File: src/rtl/rtc_pkg.sv
package rtc_pkg;
  localparam int unsigned IRQ_W = 5;

  localparam logic [7:0] OFS_BUSY   = 8'h04;
  localparam logic [7:0] OFS_SEC    = 8'h08;
  localparam logic [7:0] OFS_SHADOW = 8'h0c;
  localparam logic [7:0] OFS_MS     = 8'h10;
  localparam logic [7:0] OFS_ALARM  = 8'h14;
  localparam logic [7:0] OFS_MASK   = 8'h28;
  localparam logic [7:0] OFS_STATUS = 8'h2c;

  localparam int unsigned IRQ_SEC_ALARM = 0;

  function automatic int unsigned cnt_w(int unsigned modulus);
    return (modulus > 1) ? $clog2(modulus) : 1;
  endfunction
endpackage

File: src/rtl/rtc_modcnt.sv
module rtc_modcnt #(
  parameter int unsigned MOD = 8,
  localparam int unsigned W = rtc_pkg::cnt_w(MOD)
) (
  input  logic         clk_i,
  input  logic         rst_ni,
  input  logic         en_i,
  output logic [W-1:0] cnt_o,
  output logic         wrap_o
);
  logic [W-1:0] cnt_q;
  logic         at_max;

  assign at_max = (cnt_q == W'(MOD - 1));
  assign wrap_o = en_i && at_max;
  assign cnt_o  = cnt_q;

  always_ff @(posedge clk_i or negedge rst_ni) begin
    if (!rst_ni)    cnt_q <= '0;
    else if (en_i)  cnt_q <= at_max ? '0 : cnt_q + 1'b1;
  end
endmodule

File: src/rtl/rtc_tick_gen.sv
module rtc_tick_gen #(
  parameter int unsigned SLOW_DIV    = 4,
  parameter int unsigned SLOW_PER_MS = 4,
  parameter int unsigned POST_PERIOD = 8
) (
  input  logic clk_i,
  input  logic rst_ni,
  output logic ms_tick_o,
  output logic busy_o
);
  localparam int unsigned DIV_W  = rtc_pkg::cnt_w(SLOW_DIV);
  localparam int unsigned PH_W   = rtc_pkg::cnt_w(SLOW_PER_MS);
  localparam int unsigned POST_W = rtc_pkg::cnt_w(POST_PERIOD);

  logic              slow_tick;
  logic [DIV_W-1:0]  div_cnt;
  logic [PH_W-1:0]   ph_cnt;
  logic [POST_W-1:0] post_cnt;
  logic              post_wrap;

  // timebase period (one 32 kHz cycle equivalent)
  rtc_modcnt #(.MOD(SLOW_DIV)) u_div (
    .clk_i, .rst_ni, .en_i(1'b1), .cnt_o(div_cnt), .wrap_o(slow_tick)
  );

  rtc_modcnt #(.MOD(SLOW_PER_MS)) u_ms_phase (
    .clk_i, .rst_ni, .en_i(slow_tick), .cnt_o(ph_cnt), .wrap_o(ms_tick_o)
  );

  // posting window: last timebase period of each group
  rtc_modcnt #(.MOD(POST_PERIOD)) u_post (
    .clk_i, .rst_ni, .en_i(slow_tick), .cnt_o(post_cnt), .wrap_o(post_wrap)
  );

  assign busy_o = (post_cnt == POST_W'(POST_PERIOD - 1));

  AST_BUSY_ON_TICK: assert property (@(posedge clk_i) disable iff (!rst_ni)
    !slow_tick |=> $stable(busy_o));
  AST_BUSY_FALLS_ON_WRAP: assert property (@(posedge clk_i) disable iff (!rst_ni)
    (busy_o && post_wrap) |=> !busy_o);
endmodule

File: src/rtl/rtc_time_cnt.sv
module rtc_time_cnt #(
  parameter int unsigned MS_PER_S = 1000,
  parameter int unsigned SEC_W    = 32,
  localparam int unsigned MS_W    = rtc_pkg::cnt_w(MS_PER_S)
) (
  input  logic             clk_i,
  input  logic             rst_ni,
  input  logic             ms_tick_i,
  input  logic             sec_we_i,
  input  logic [SEC_W-1:0] sec_wdata_i,
  output logic [MS_W-1:0]  ms_o,
  output logic [SEC_W-1:0] sec_o
);
  logic             ms_wrap;
  logic [SEC_W-1:0] sec_q;

  rtc_modcnt #(.MOD(MS_PER_S)) u_ms (
    .clk_i, .rst_ni, .en_i(ms_tick_i), .cnt_o(ms_o), .wrap_o(ms_wrap)
  );

  // software load wins over a same-edge carry
  always_ff @(posedge clk_i or negedge rst_ni) begin
    if (!rst_ni)       sec_q <= '0;
    else if (sec_we_i) sec_q <= sec_wdata_i;
    else if (ms_wrap)  sec_q <= sec_q + 1'b1;
  end

  assign sec_o = sec_q;

  AST_MS_RANGE: assert property (@(posedge clk_i) disable iff (!rst_ni)
    ms_o <= MS_W'(MS_PER_S - 1));
  AST_MS_CARRY: assert property (@(posedge clk_i) disable iff (!rst_ni)
    (ms_tick_i && ms_o == MS_W'(MS_PER_S - 1) && !sec_we_i)
      |=> (ms_o == '0 && sec_o == $past(sec_o) + 1'b1));
  AST_SEC_HOLD: assert property (@(posedge clk_i) disable iff (!rst_ni)
    (!ms_tick_i && !sec_we_i) |=> $stable(sec_o));
  AST_SEC_LOAD: assert property (@(posedge clk_i) disable iff (!rst_ni)
    sec_we_i |=> sec_o == $past(sec_wdata_i));
endmodule

File: src/rtl/rtc_irq_ctrl.sv
module rtc_irq_ctrl #(
  parameter int unsigned SEC_W = 32,
  parameter int unsigned IRQ_W = rtc_pkg::IRQ_W
) (
  input  logic             clk_i,
  input  logic             rst_ni,
  input  logic [SEC_W-1:0] sec_i,
  input  logic             alarm_we_i,
  input  logic             mask_we_i,
  input  logic             stat_we_i,
  input  logic [SEC_W-1:0] wdata_i,
  output logic [SEC_W-1:0] alarm_o,
  output logic [IRQ_W-1:0] mask_o,
  output logic [IRQ_W-1:0] status_o,
  output logic             irq_o
);
  logic [SEC_W-1:0] alarm_q;
  logic [IRQ_W-1:0] mask_q, status_q, status_d, evt;
  logic             match, match_q;

  assign match = (alarm_q != '0) && (sec_i == alarm_q);

  // only the seconds alarm source exists; others stay idle
  always_comb begin
    evt = '0;
    evt[rtc_pkg::IRQ_SEC_ALARM] = match && !match_q;
    for (int i = 0; i < int'(IRQ_W); i++)
      status_d[i] = evt[i] | (status_q[i] & ~(stat_we_i & wdata_i[i]));
  end

  always_ff @(posedge clk_i or negedge rst_ni) begin
    if (!rst_ni) begin
      alarm_q  <= '0;
      mask_q   <= '0;
      status_q <= '0;
      match_q  <= 1'b0;
    end else begin
      if (alarm_we_i) alarm_q <= wdata_i;
      if (mask_we_i)  mask_q  <= wdata_i[IRQ_W-1:0];
      status_q <= status_d;
      match_q  <= match;
    end
  end

  assign alarm_o  = alarm_q;
  assign mask_o   = mask_q;
  assign status_o = status_q;
  assign irq_o    = |(status_q & mask_q);

  AST_ALARM_SET: assert property (@(posedge clk_i) disable iff (!rst_ni)
    (match && !match_q) |=> status_o[0]);
  AST_ALARM_OFF: assert property (@(posedge clk_i) disable iff (!rst_ni)
    (alarm_o == '0 && !status_o[0]) |=> !status_o[0]);
  AST_STATUS_STICKY: assert property (@(posedge clk_i) disable iff (!rst_ni)
    (status_o[0] && !(stat_we_i && wdata_i[0])) |=> status_o[0]);
endmodule

File: src/rtl/sec_rtc.sv
module sec_rtc #(
  parameter int unsigned ADDR_W      = 8,
  parameter int unsigned DATA_W      = 32,
  parameter int unsigned SLOW_DIV    = 4,
  parameter int unsigned SLOW_PER_MS = 4,
  parameter int unsigned MS_PER_S    = 1000
) (
  input  logic              clk_i,
  input  logic              rst_ni,
  input  logic              bus_req_i,
  input  logic              bus_we_i,
  input  logic [ADDR_W-1:0] bus_addr_i,
  input  logic [DATA_W-1:0] bus_wdata_i,
  output logic [DATA_W-1:0] bus_rdata_o,
  output logic              bus_rvalid_o,
  output logic              irq_o
);
  import rtc_pkg::*;

  localparam int unsigned MS_W = cnt_w(MS_PER_S);

  logic              ms_tick, busy;
  logic [MS_W-1:0]   ms;
  logic [DATA_W-1:0] sec, alarm, shadow_q, rd_mux, rdata_q;
  logic [IRQ_W-1:0]  mask, status;
  logic              wr_ok, rd_req, rd_ms, rvalid_q;
  logic              sel_sec, sel_alarm, sel_mask, sel_stat;

  assign wr_ok  = bus_req_i && bus_we_i && !busy;
  assign rd_req = bus_req_i && !bus_we_i;
  assign rd_ms  = rd_req && (bus_addr_i == ADDR_W'(OFS_MS));

  assign sel_sec   = wr_ok && (bus_addr_i == ADDR_W'(OFS_SEC));
  assign sel_alarm = wr_ok && (bus_addr_i == ADDR_W'(OFS_ALARM));
  assign sel_mask  = wr_ok && (bus_addr_i == ADDR_W'(OFS_MASK));
  assign sel_stat  = wr_ok && (bus_addr_i == ADDR_W'(OFS_STATUS));

  rtc_tick_gen #(
    .SLOW_DIV(SLOW_DIV), .SLOW_PER_MS(SLOW_PER_MS), .POST_PERIOD(8)
  ) u_tick (
    .clk_i, .rst_ni, .ms_tick_o(ms_tick), .busy_o(busy)
  );

  rtc_time_cnt #(.MS_PER_S(MS_PER_S), .SEC_W(DATA_W)) u_time (
    .clk_i, .rst_ni, .ms_tick_i(ms_tick), .sec_we_i(sel_sec),
    .sec_wdata_i(bus_wdata_i), .ms_o(ms), .sec_o(sec)
  );

  rtc_irq_ctrl #(.SEC_W(DATA_W), .IRQ_W(IRQ_W)) u_irq (
    .clk_i, .rst_ni, .sec_i(sec),
    .alarm_we_i(sel_alarm), .mask_we_i(sel_mask), .stat_we_i(sel_stat),
    .wdata_i(bus_wdata_i), .alarm_o(alarm), .mask_o(mask),
    .status_o(status), .irq_o
  );

  always_comb begin
    rd_mux = '0;
    unique case (bus_addr_i)
      ADDR_W'(OFS_BUSY):   rd_mux = DATA_W'(busy);
      ADDR_W'(OFS_SEC):    rd_mux = sec;
      ADDR_W'(OFS_SHADOW): rd_mux = shadow_q;
      ADDR_W'(OFS_MS):     rd_mux = DATA_W'(ms);
      ADDR_W'(OFS_ALARM):  rd_mux = alarm;
      ADDR_W'(OFS_MASK):   rd_mux = DATA_W'(mask);
      ADDR_W'(OFS_STATUS): rd_mux = DATA_W'(status);
      default:             rd_mux = '0;
    endcase
  end

  always_ff @(posedge clk_i or negedge rst_ni) begin
    if (!rst_ni) begin
      shadow_q <= '0;
      rdata_q  <= '0;
      rvalid_q <= 1'b0;
    end else begin
      rvalid_q <= rd_req;
      if (rd_req) rdata_q  <= rd_mux;
      if (rd_ms)  shadow_q <= sec;
    end
  end

  assign bus_rdata_o  = rdata_q;
  assign bus_rvalid_o = rvalid_q;

  AST_SHADOW_CAPTURE: assert property (@(posedge clk_i) disable iff (!rst_ni)
    rd_ms |=> shadow_q == $past(sec));
  AST_SHADOW_HOLD: assert property (@(posedge clk_i) disable iff (!rst_ni)
    !rd_ms |=> $stable(shadow_q));
  AST_BUSY_WRITE_DROPPED: assert property (@(posedge clk_i) disable iff (!rst_ni)
    (bus_req_i && bus_we_i && busy) |=> ($stable(alarm) && $stable(mask)));
  AST_READ_LATENCY: assert property (@(posedge clk_i) disable iff (!rst_ni)
    rd_req |=> bus_rvalid_o);
  AST_NO_STRAY_RVALID: assert property (@(posedge clk_i) disable iff (!rst_ni)
    !rd_req |=> !bus_rvalid_o);
endmodule

File: config.mk
export PLATFORM = sky130hd
export DESIGN_NAME = sec_rtc
export DESIGN_NICKNAME = d
export VERILOG_FILES = /design/src/rtl/rtc_pkg.sv /design/src/rtl/rtc_modcnt.sv /design/src/rtl/rtc_tick_gen.sv /design/src/rtl/rtc_time_cnt.sv /design/src/rtl/rtc_irq_ctrl.sv /design/src/rtl/sec_rtc.sv
export SDC_FILE = /design/constraint.sdc
export NUM_CORES = 1
export LEC_CHECK = 0
export BUFFER_PORTS_ARGS = -buffer_cell sky130_fd_sc_hd__buf_2
export CORE_AREA = 8 8 145 147
export DETAILED_ROUTE_END_ITERATION = 10
export DIE_AREA = 0 0 153 155
export GPL_TIMING_DRIVEN = 0
export HOLD_SLACK_MARGIN = 0.05
export PLACE_DENSITY = 0.61
export SYNTH_ARGS = -nofsm -noshare
export SYNTH_HDL_FRONTEND = slang
export SYNTH_SLANG_ARGS = --single-unit
export TNS_END_PERCENT = 30
File: constraint.sdc
create_clock -name clk_i -period 2.7 [get_ports clk_i]
set_input_delay 0.54 -clock clk_i [delete_from_list [all_inputs] [get_ports clk_i]]
set_output_delay 0.54 -clock clk_i [all_outputs]
set_load 0.05 [all_outputs]
### Yosys cells after proc, flatten, opt, wreduce, memory -nomap -nowiden

Cells that the tools add are included.
W data, S select, Z words.

| word-level totals | value |
|---|---|
| register bits | 157 |
| latch bits | 0 |
| RAM bits | 0 |
| bits in read-only memories | 0 |
| output and inout port bits | 34 |
| word-level logic and storage cells | 71 |
| memories kept | 0 |

| operators by class | value |
|---|---|
| add/sub/neg operators | 5 |
| multipliers | 0 |
| divide/modulo/power cells | 0 |
| $lt $le $gt $ge | 0 |
| equal/unequal tests | 12 |
| shifts and indexed selects | 0 |
| multiplexer cells | 7 |
| bitwise logic cells | 17 |
| reduce and logical (&&, ||, !) cells | 18 |

Operator list:

| kind | number |
|---|---|
| $pmux W32 S7 | 1 |
| $mux W32 | 2 |
| $add A32 B1 Y32 const B | 1 |
| $eq A32 B32 Y1 | 1 |
| $reduce_bool A32 Y1 | 1 |
| $eq A8 B4 Y1 const B | 2 |
| $eq A8 B5 Y1 const B | 2 |
| $eq A8 B6 Y1 const B | 2 |
| $logic_and A1 B1 Y1 | 12 |
| $add A10 B1 Y10 const B | 1 |
| $and A1 B1 Y1 | 10 |
| $eq A10 B10 Y1 const B | 1 |
| $mux W10 | 1 |
| $eq A8 B3 Y1 const B | 1 |
| $and A5 B5 Y5 | 1 |
| $not A1 Y1 | 5 |
| $reduce_or A5 Y1 | 1 |
| $add A2 B1 Y2 const B | 2 |
| $eq A2 B2 Y1 const B | 2 |
| $mux W2 | 2 |
| $add A3 B1 Y3 const B | 1 |
| $eq A3 B3 Y1 const B | 1 |
| $logic_not A1 Y1 | 3 |
| $mux W3 | 1 |
| other kinds (2) | 2 |

### Logic depth before layout (Yosys ltp)

| logic depth | value |
|---|---|
| word-level depth | 8 |
| gate-level depth with buffers | 8 |
| mapped depth without buffers | 7 |

### Hierarchy

A second synthesis with hierarchy kept.

| unflattened totals | value |
|---|---|
| cell total of the unflattened synthesis | 744 |
| area total of the unflattened synthesis | 8,117.8 µm² |

By module, submodules not included:

| module | times used | cells each | area each (µm²) | seq. area each (µm²) |
|---|---|---|---|---|
| sec_rtc | 1 | 300 | 3,288.2 | 1,626.6 |
| rtc_irq_ctrl | 1 | 148 | 1,996.9 | 1,076.0 |
| rtc_time_cnt | 1 | 219 | 1,966.9 | 800.8 |
| rtc_modcnt at u_time.u_ms | 1 | 51 | 506.7 | 250.2 |
| rtc_modcnt at u_tick.u_div ... | 2 | 7 | 101.3 | 50.0 |
| rtc_modcnt at u_tick.u_post | 1 | 10 | 146.4 | 75.1 |
| rtc_tick_gen | 1 | 2 | 10.0 | 0.0 |

### Worst setup path after synthesis

No wires, ideal clock.

| timing | value |
|---|---|
| kind | input to register |
| from | input bus_addr_i[1] |
| to | register shadow_q[10] |
| setup time | 0.125 ns |
| arrival time | 2.018 ns |
| required time | 2.575 ns |
| slack | 0.558 ns |
| cell stages on the path | 4 |
| buffers on the path | 1 |
| path through | or4_4 nor4_4 buf_2 mux2_2 |

| on the way | value |
|---|---|
| word-level cells in the longest chain between the ends | 2 |

Ends and longest elaborated chain:

| element | RTL line | text |
|---|---|---|
| from (decl) | sec_rtc.sv:12 | `input logic [ADDR_W-1:0] bus_addr_i,` |
| $eq A8 B5 Y1 | sec_rtc.sv:31 | `assign rd_ms = rd_req && (bus_addr_i == ADDR_W'(OFS_MS));` |
| $logic_and A1 B1 Y1 | sec_rtc.sv:31 |  |
| to (signal assigned) | sec_rtc.sv:72 | `shadow_q <= '0;` |
| to (signal assigned) | sec_rtc.sv:78 | `if (rd_ms) shadow_q <= sec;` |
| to (decl) | sec_rtc.sv:24 | `logic [DATA_W-1:0] sec, alarm, shadow_q, rd_mux, rdata_q;` |

No other way between the ends.
A chain may end at the register's enable or synchronous reset.

### Worst setup path in the final report

| timing | value |
|---|---|
| from | register u_tick.u_ms_phase.cnt_q[0], in the netlist u_tick.u_ms_phase.cnt_o[0] |
| to | register u_time.sec_q[23], in the netlist u_time.sec_o[23] |

| on the way | value |
|---|---|
| word-level cells in the longest chain between the ends | 4 |

Ends and longest elaborated chain:

| element | RTL line | text |
|---|---|---|
| from (decl) | rtc_modcnt.sv:11 | `logic [W-1:0] cnt_q;` |
| from (signal assigned) | rtc_modcnt.sv:20 | `else if (en_i) cnt_q <= at_max ? '0 : cnt_q + 1'b1;` |
| $eq A2 B2 Y1 | rtc_modcnt.sv:14 | `assign at_max = (cnt_q == W'(MOD - 1));` |
| $logic_and A1 B1 Y1 (2 in a row) | rtc_modcnt.sv:15 | `assign wrap_o = en_i && at_max;` |
| $reduce_bool A2 Y1 (no line) | - |  |
| to (signal assigned) | rtc_time_cnt.sv:24 | `else if (sec_we_i) sec_q <= sec_wdata_i;` |
| to (signal assigned) | rtc_time_cnt.sv:25 | `else if (ms_wrap) sec_q <= sec_q + 1'b1;` |
| to (decl) | rtc_time_cnt.sv:15 | `logic [SEC_W-1:0] sec_q;` |

No other way between the ends.

==> key figures <==
Power and ir drop
  – NetSw: 0.00131 W
  – Clock share of power: 0.461
  – VDD IR max: 0.518 mV
  – Leak: 4.09 nW
  – Net Sw Frac: 0.242
  – Fraction of power consumed by sequential logic: 0.457
  – PD cells: 597 nW/um2
  – Combinational share of power: 0.082
  – Total power draw: 0.00543 W
  – Internal power: 0.00412 W

Yosys
  – Synth warn: 0
  – Sequential area share after synthesis: 0.509
  – Syn Area/Cell: 11.1 um2
  – Most used DFF post-synth: dfrtp_1
  – Synthesized instance count: 697
  – Ys async rst share: 1.00
  – Flops & latches, synth: 157
  – Netlist cell types: 52
  – Synthesized area: 7720 um2
  – Post-synth EDFFs: 0
  – Syn nets: 747

GRT
  – Initial antenna violation count: 1
  – Vias in the first global route: 6,075
  – Pin count of the biggest net entering global routing: 121
  – Total gr overflow: 0
  – Overall global routing resource usage: 0.188
  – First-pass GRT wire length: 34,500 um

Setup path
  – Worst-path maximum fanout: 7
  – Worst path buffer plus inverter count: 0
  – CP dominant cell by count: nand4_1
  – Worst path cell trace: ha_1 -> nand4_1 -> nor3_2 -> nand4_1 -> or4_1 -> nand3_1
  – Crit path DAT: 2.94 ns
  – Critical Path End Type: flip-flop
  – Startpoint Class: flip-flop
  – Critical Path RT: 3.06 ns
  – CP delay by family, top: simple AND/OR/NAND/NOR gates
  – Slowest stage delay, CP: 0.58 ns
  – CP max stage cell: or4_1
  – Kind of critical path: reg2reg

Cells and area
  – Layout cells sized above 1: 0.230
  – Commonest non-fill, non-tap cell in the layout: dfrtp_1
  – Area grow syn2layout: 17.8%
  – Final Util: 0.480
  – Most frequent cells in the layout: 157 x dfrtp_1, 92 x buf_2, 76 x nand2_1
  – Fillcell total: 1,794
  – Layout net count: 850
  – Finished Layout Cells: 1,051
  – Diode count: 0

Clocking
  – CTS root buf: clkbuf_16
  – Later-pin clock latency in the skew report: 0.43 ns
  – CTS Sinks: 157
  – TritonCTS Buffers: 17
  – H-tree depth: 4
  – CTS tree: done
  – # resized after CTS: 0
  – Clk slew on worst S/H paths: 0.06 ns
  – Clock tree buffer depth: 2

Route
  – Via density: 5.81
  – Initial drt markers: 576
  – Drc violations: 0
  – WL final: 21,900 um
  – Routed len/inst: 20.9 um
  – Total number of vias: 6,104
  – DRT antenna net count: 0
  – Number of detailed-route iterations in the first pass: 7

STA
  – Setup TNS: 0 ns
  – Fin crit share: 0.953
  – Final Max Slew Viols: 0
  – Clk_skew: 0.00878 ns
  – Maximum clock rate: 388 MHz
  – Endpoints failing hold: 0
  – Relative slew slack: 0.463
  – Endpoints failing setup: 0
  – Least-Margin Pin Slew: 0.805 ns
  – Minimum clock period: 2.57 ns
  – RSZ-0062 raised after global routing: false

Die
  – Starting density of the core: 0.408
  – Io pins: 78
  – Chip Width: 153 um
  – # rows: 51
  – Chip Height: 155 um
  – Core area: 19,000 um2
  – Die area: 23,700 um2

Placed design
  – HPWL after DPL: 16,000 um
  – Port Buffers: 77
  – RD Place Congestion: 0.932
  – Dpl cells: 1,013

Status
  – Status: completed

Flow run
  – # Max-Cap Violations: 0

Hold path
  – Hold crit path type: in2reg
[kinds of logic (layout without fill, tap and decap cells)]
| group | Yosys count | in the layout | synth area share |
|---|---|---|---|
| xor gates and xnor gates | 67 | 67 | 0.0760 |
| muxes | 76 | 76 | 0.110 |
| AOI/OAI and AO/OA | 124 | 124 | 0.110 |
| buffers and inverters | 54 | 170 | 0.0319 |
| adders and majority gates | 6 | 6 | 0.00972 |
| DFF | 157 | 157 | 0.509 |
| and+or+nand+nor | 213 | 213 | 0.153 |
[power by group through the flow]
stage | clock [W] | combinational, W | sequential (W)
finish | 0.00250 | 0.000444 | 0.00248
floorplan | 0 | 0.000218 | 0.00254
detailed placement | 0 | 0.000441 | 0.00252
CTS | 0.00256 | 0.000446 | 0.00248
global route | 0.00265 | 0.000487 | 0.00249
global placement | 0 | 0.000431 | 0.00252
[routing by layer]
layer / up-vias / part of all wire / GRT usage
met5: - / 0.00046 / 0
met4: 2 / 0.023 / 0.0655
met3: 43 / 0.055 / 0.0499
met2: 203 / 0.48 / 0.305
met1: 3070 / 0.44 / 0.241
li1: 2786 / - / -
[per-stage QoR]
| step | setup slack [ns] | hold slack (ns) | cell area (um2) |
|---|---|---|---|
| floorplan | 0.558 | 0.244 | 7720 |
| global placement | -1.37 | 0.419 | 8410 |
| detailed placement | -0.0172 | 0.419 | 8440 |
| CTS | 0.0720 | 0.323 | 9060 |
| global route | 0.0130 | 0.344 | 9100 |
| finish | 0.126 | 0.337 | 9100 |
[cells in the mapped netlist, types with 2 or more instances]
cell type,count,area [um2]
dfrtp_1,157,3930
nor3_1,9,45.0
xor2_1,52,455
a21o_1,5,37.5
nor4_1,18,113
ha_1,6,75.1
buf_6,3,33.8
mux2i_1,2,20.0
and2_0,2,12.5
inv_1,4,15.0
clkbuf_1,27,101
mux2_1,32,360
nand2_1,76,285
and2_1,6,37.5
nor4_4,2,42.5
or4_1,2,15.0
or4_4,2,22.5
nor3_2,2,20.0
o21ai_0,52,260
a31oi_1,14,87.6
buf_1,3,11.3
a22oi_1,14,105
nor4b_1,2,17.5
and3_1,7,43.8
a21oi_1,2,10.0
and4_1,8,70.1
a21boi_0,4,30.0
buf_2,16,80.1
nor2_1,24,90.1
nand3_1,11,55.1
mux2_2,42,473
nand4_1,23,144
nand2b_1,2,12.5
or3_1,6,37.5
a222oi_1,29,290
xnor2_1,15,131
[path summary, 6_finish.rpt]
check                           slack, ns  cells after the start                     to                  startpoint
worst max-delay path                 0.13                      6       u_time.sec_o[23]  u_tick.u_ms_phase.cnt_o[0]
worst min-delay path                 0.34                      3        u_time.sec_o[7]              bus_wdata_i[7]
worst max register to register       0.13                      6       u_time.sec_o[23]  u_tick.u_ms_phase.cnt_o[0]
worst min register to register       0.43                      1  u_tick.u_div.cnt_o[0]       u_tick.u_div.cnt_o[0]
max in group asynchronous            1.21                      3   u_time.u_ms.cnt_o[5]                      rst_ni
min in group asynchronous            0.58                      2        bus_rdata_o[28]                      rst_ni
[what timing repair did]
action	4_1_cts	5_1_grt
endpoints found under the setup margin	0	2
buffers inserted	0	5
hold buffers	1	0
endpoints found under the hold margin	37	0
[flip-flops by register name, indices dropped and copies added, names as in the netlist]
name                     count
bus_rvalid_o                 1
u_irq.mask_o                 5
u_irq.match_q                1
u_time.sec_o                32
u_tick.u_post.cnt_o          3
u_irq.alarm_o               32
u_irq.status_o               5
u_tick.u_div.cnt_o           2
u_tick.u_ms_phase.cnt_o      2
shadow_q                    32
u_time.u_ms.cnt_o           10
bus_rdata_o                 32
[area by class of cell]
type / count / area [um2] / share of cell area
sequential: 157 / 3930 / 0.432
multi-input combinational: 486 / 3550 / 0.390
timing repair buffer: 84 / 470 / 0.0517
clock buffer: 21 / 440 / 0.0484
tap: 238 / 298 / 0.0327
buffer: 50 / 231 / 0.0254
clock inverter: 11 / 166 / 0.0183
inverter: 4 / 15.0 / 0.00165
[tightest hold or removal path: stages]
cell	delay, ns
buf_2	0.08
nand2_1	0.04
o21ai_0	0.06
Note: power is estimated with default switching activity, not from simulation.
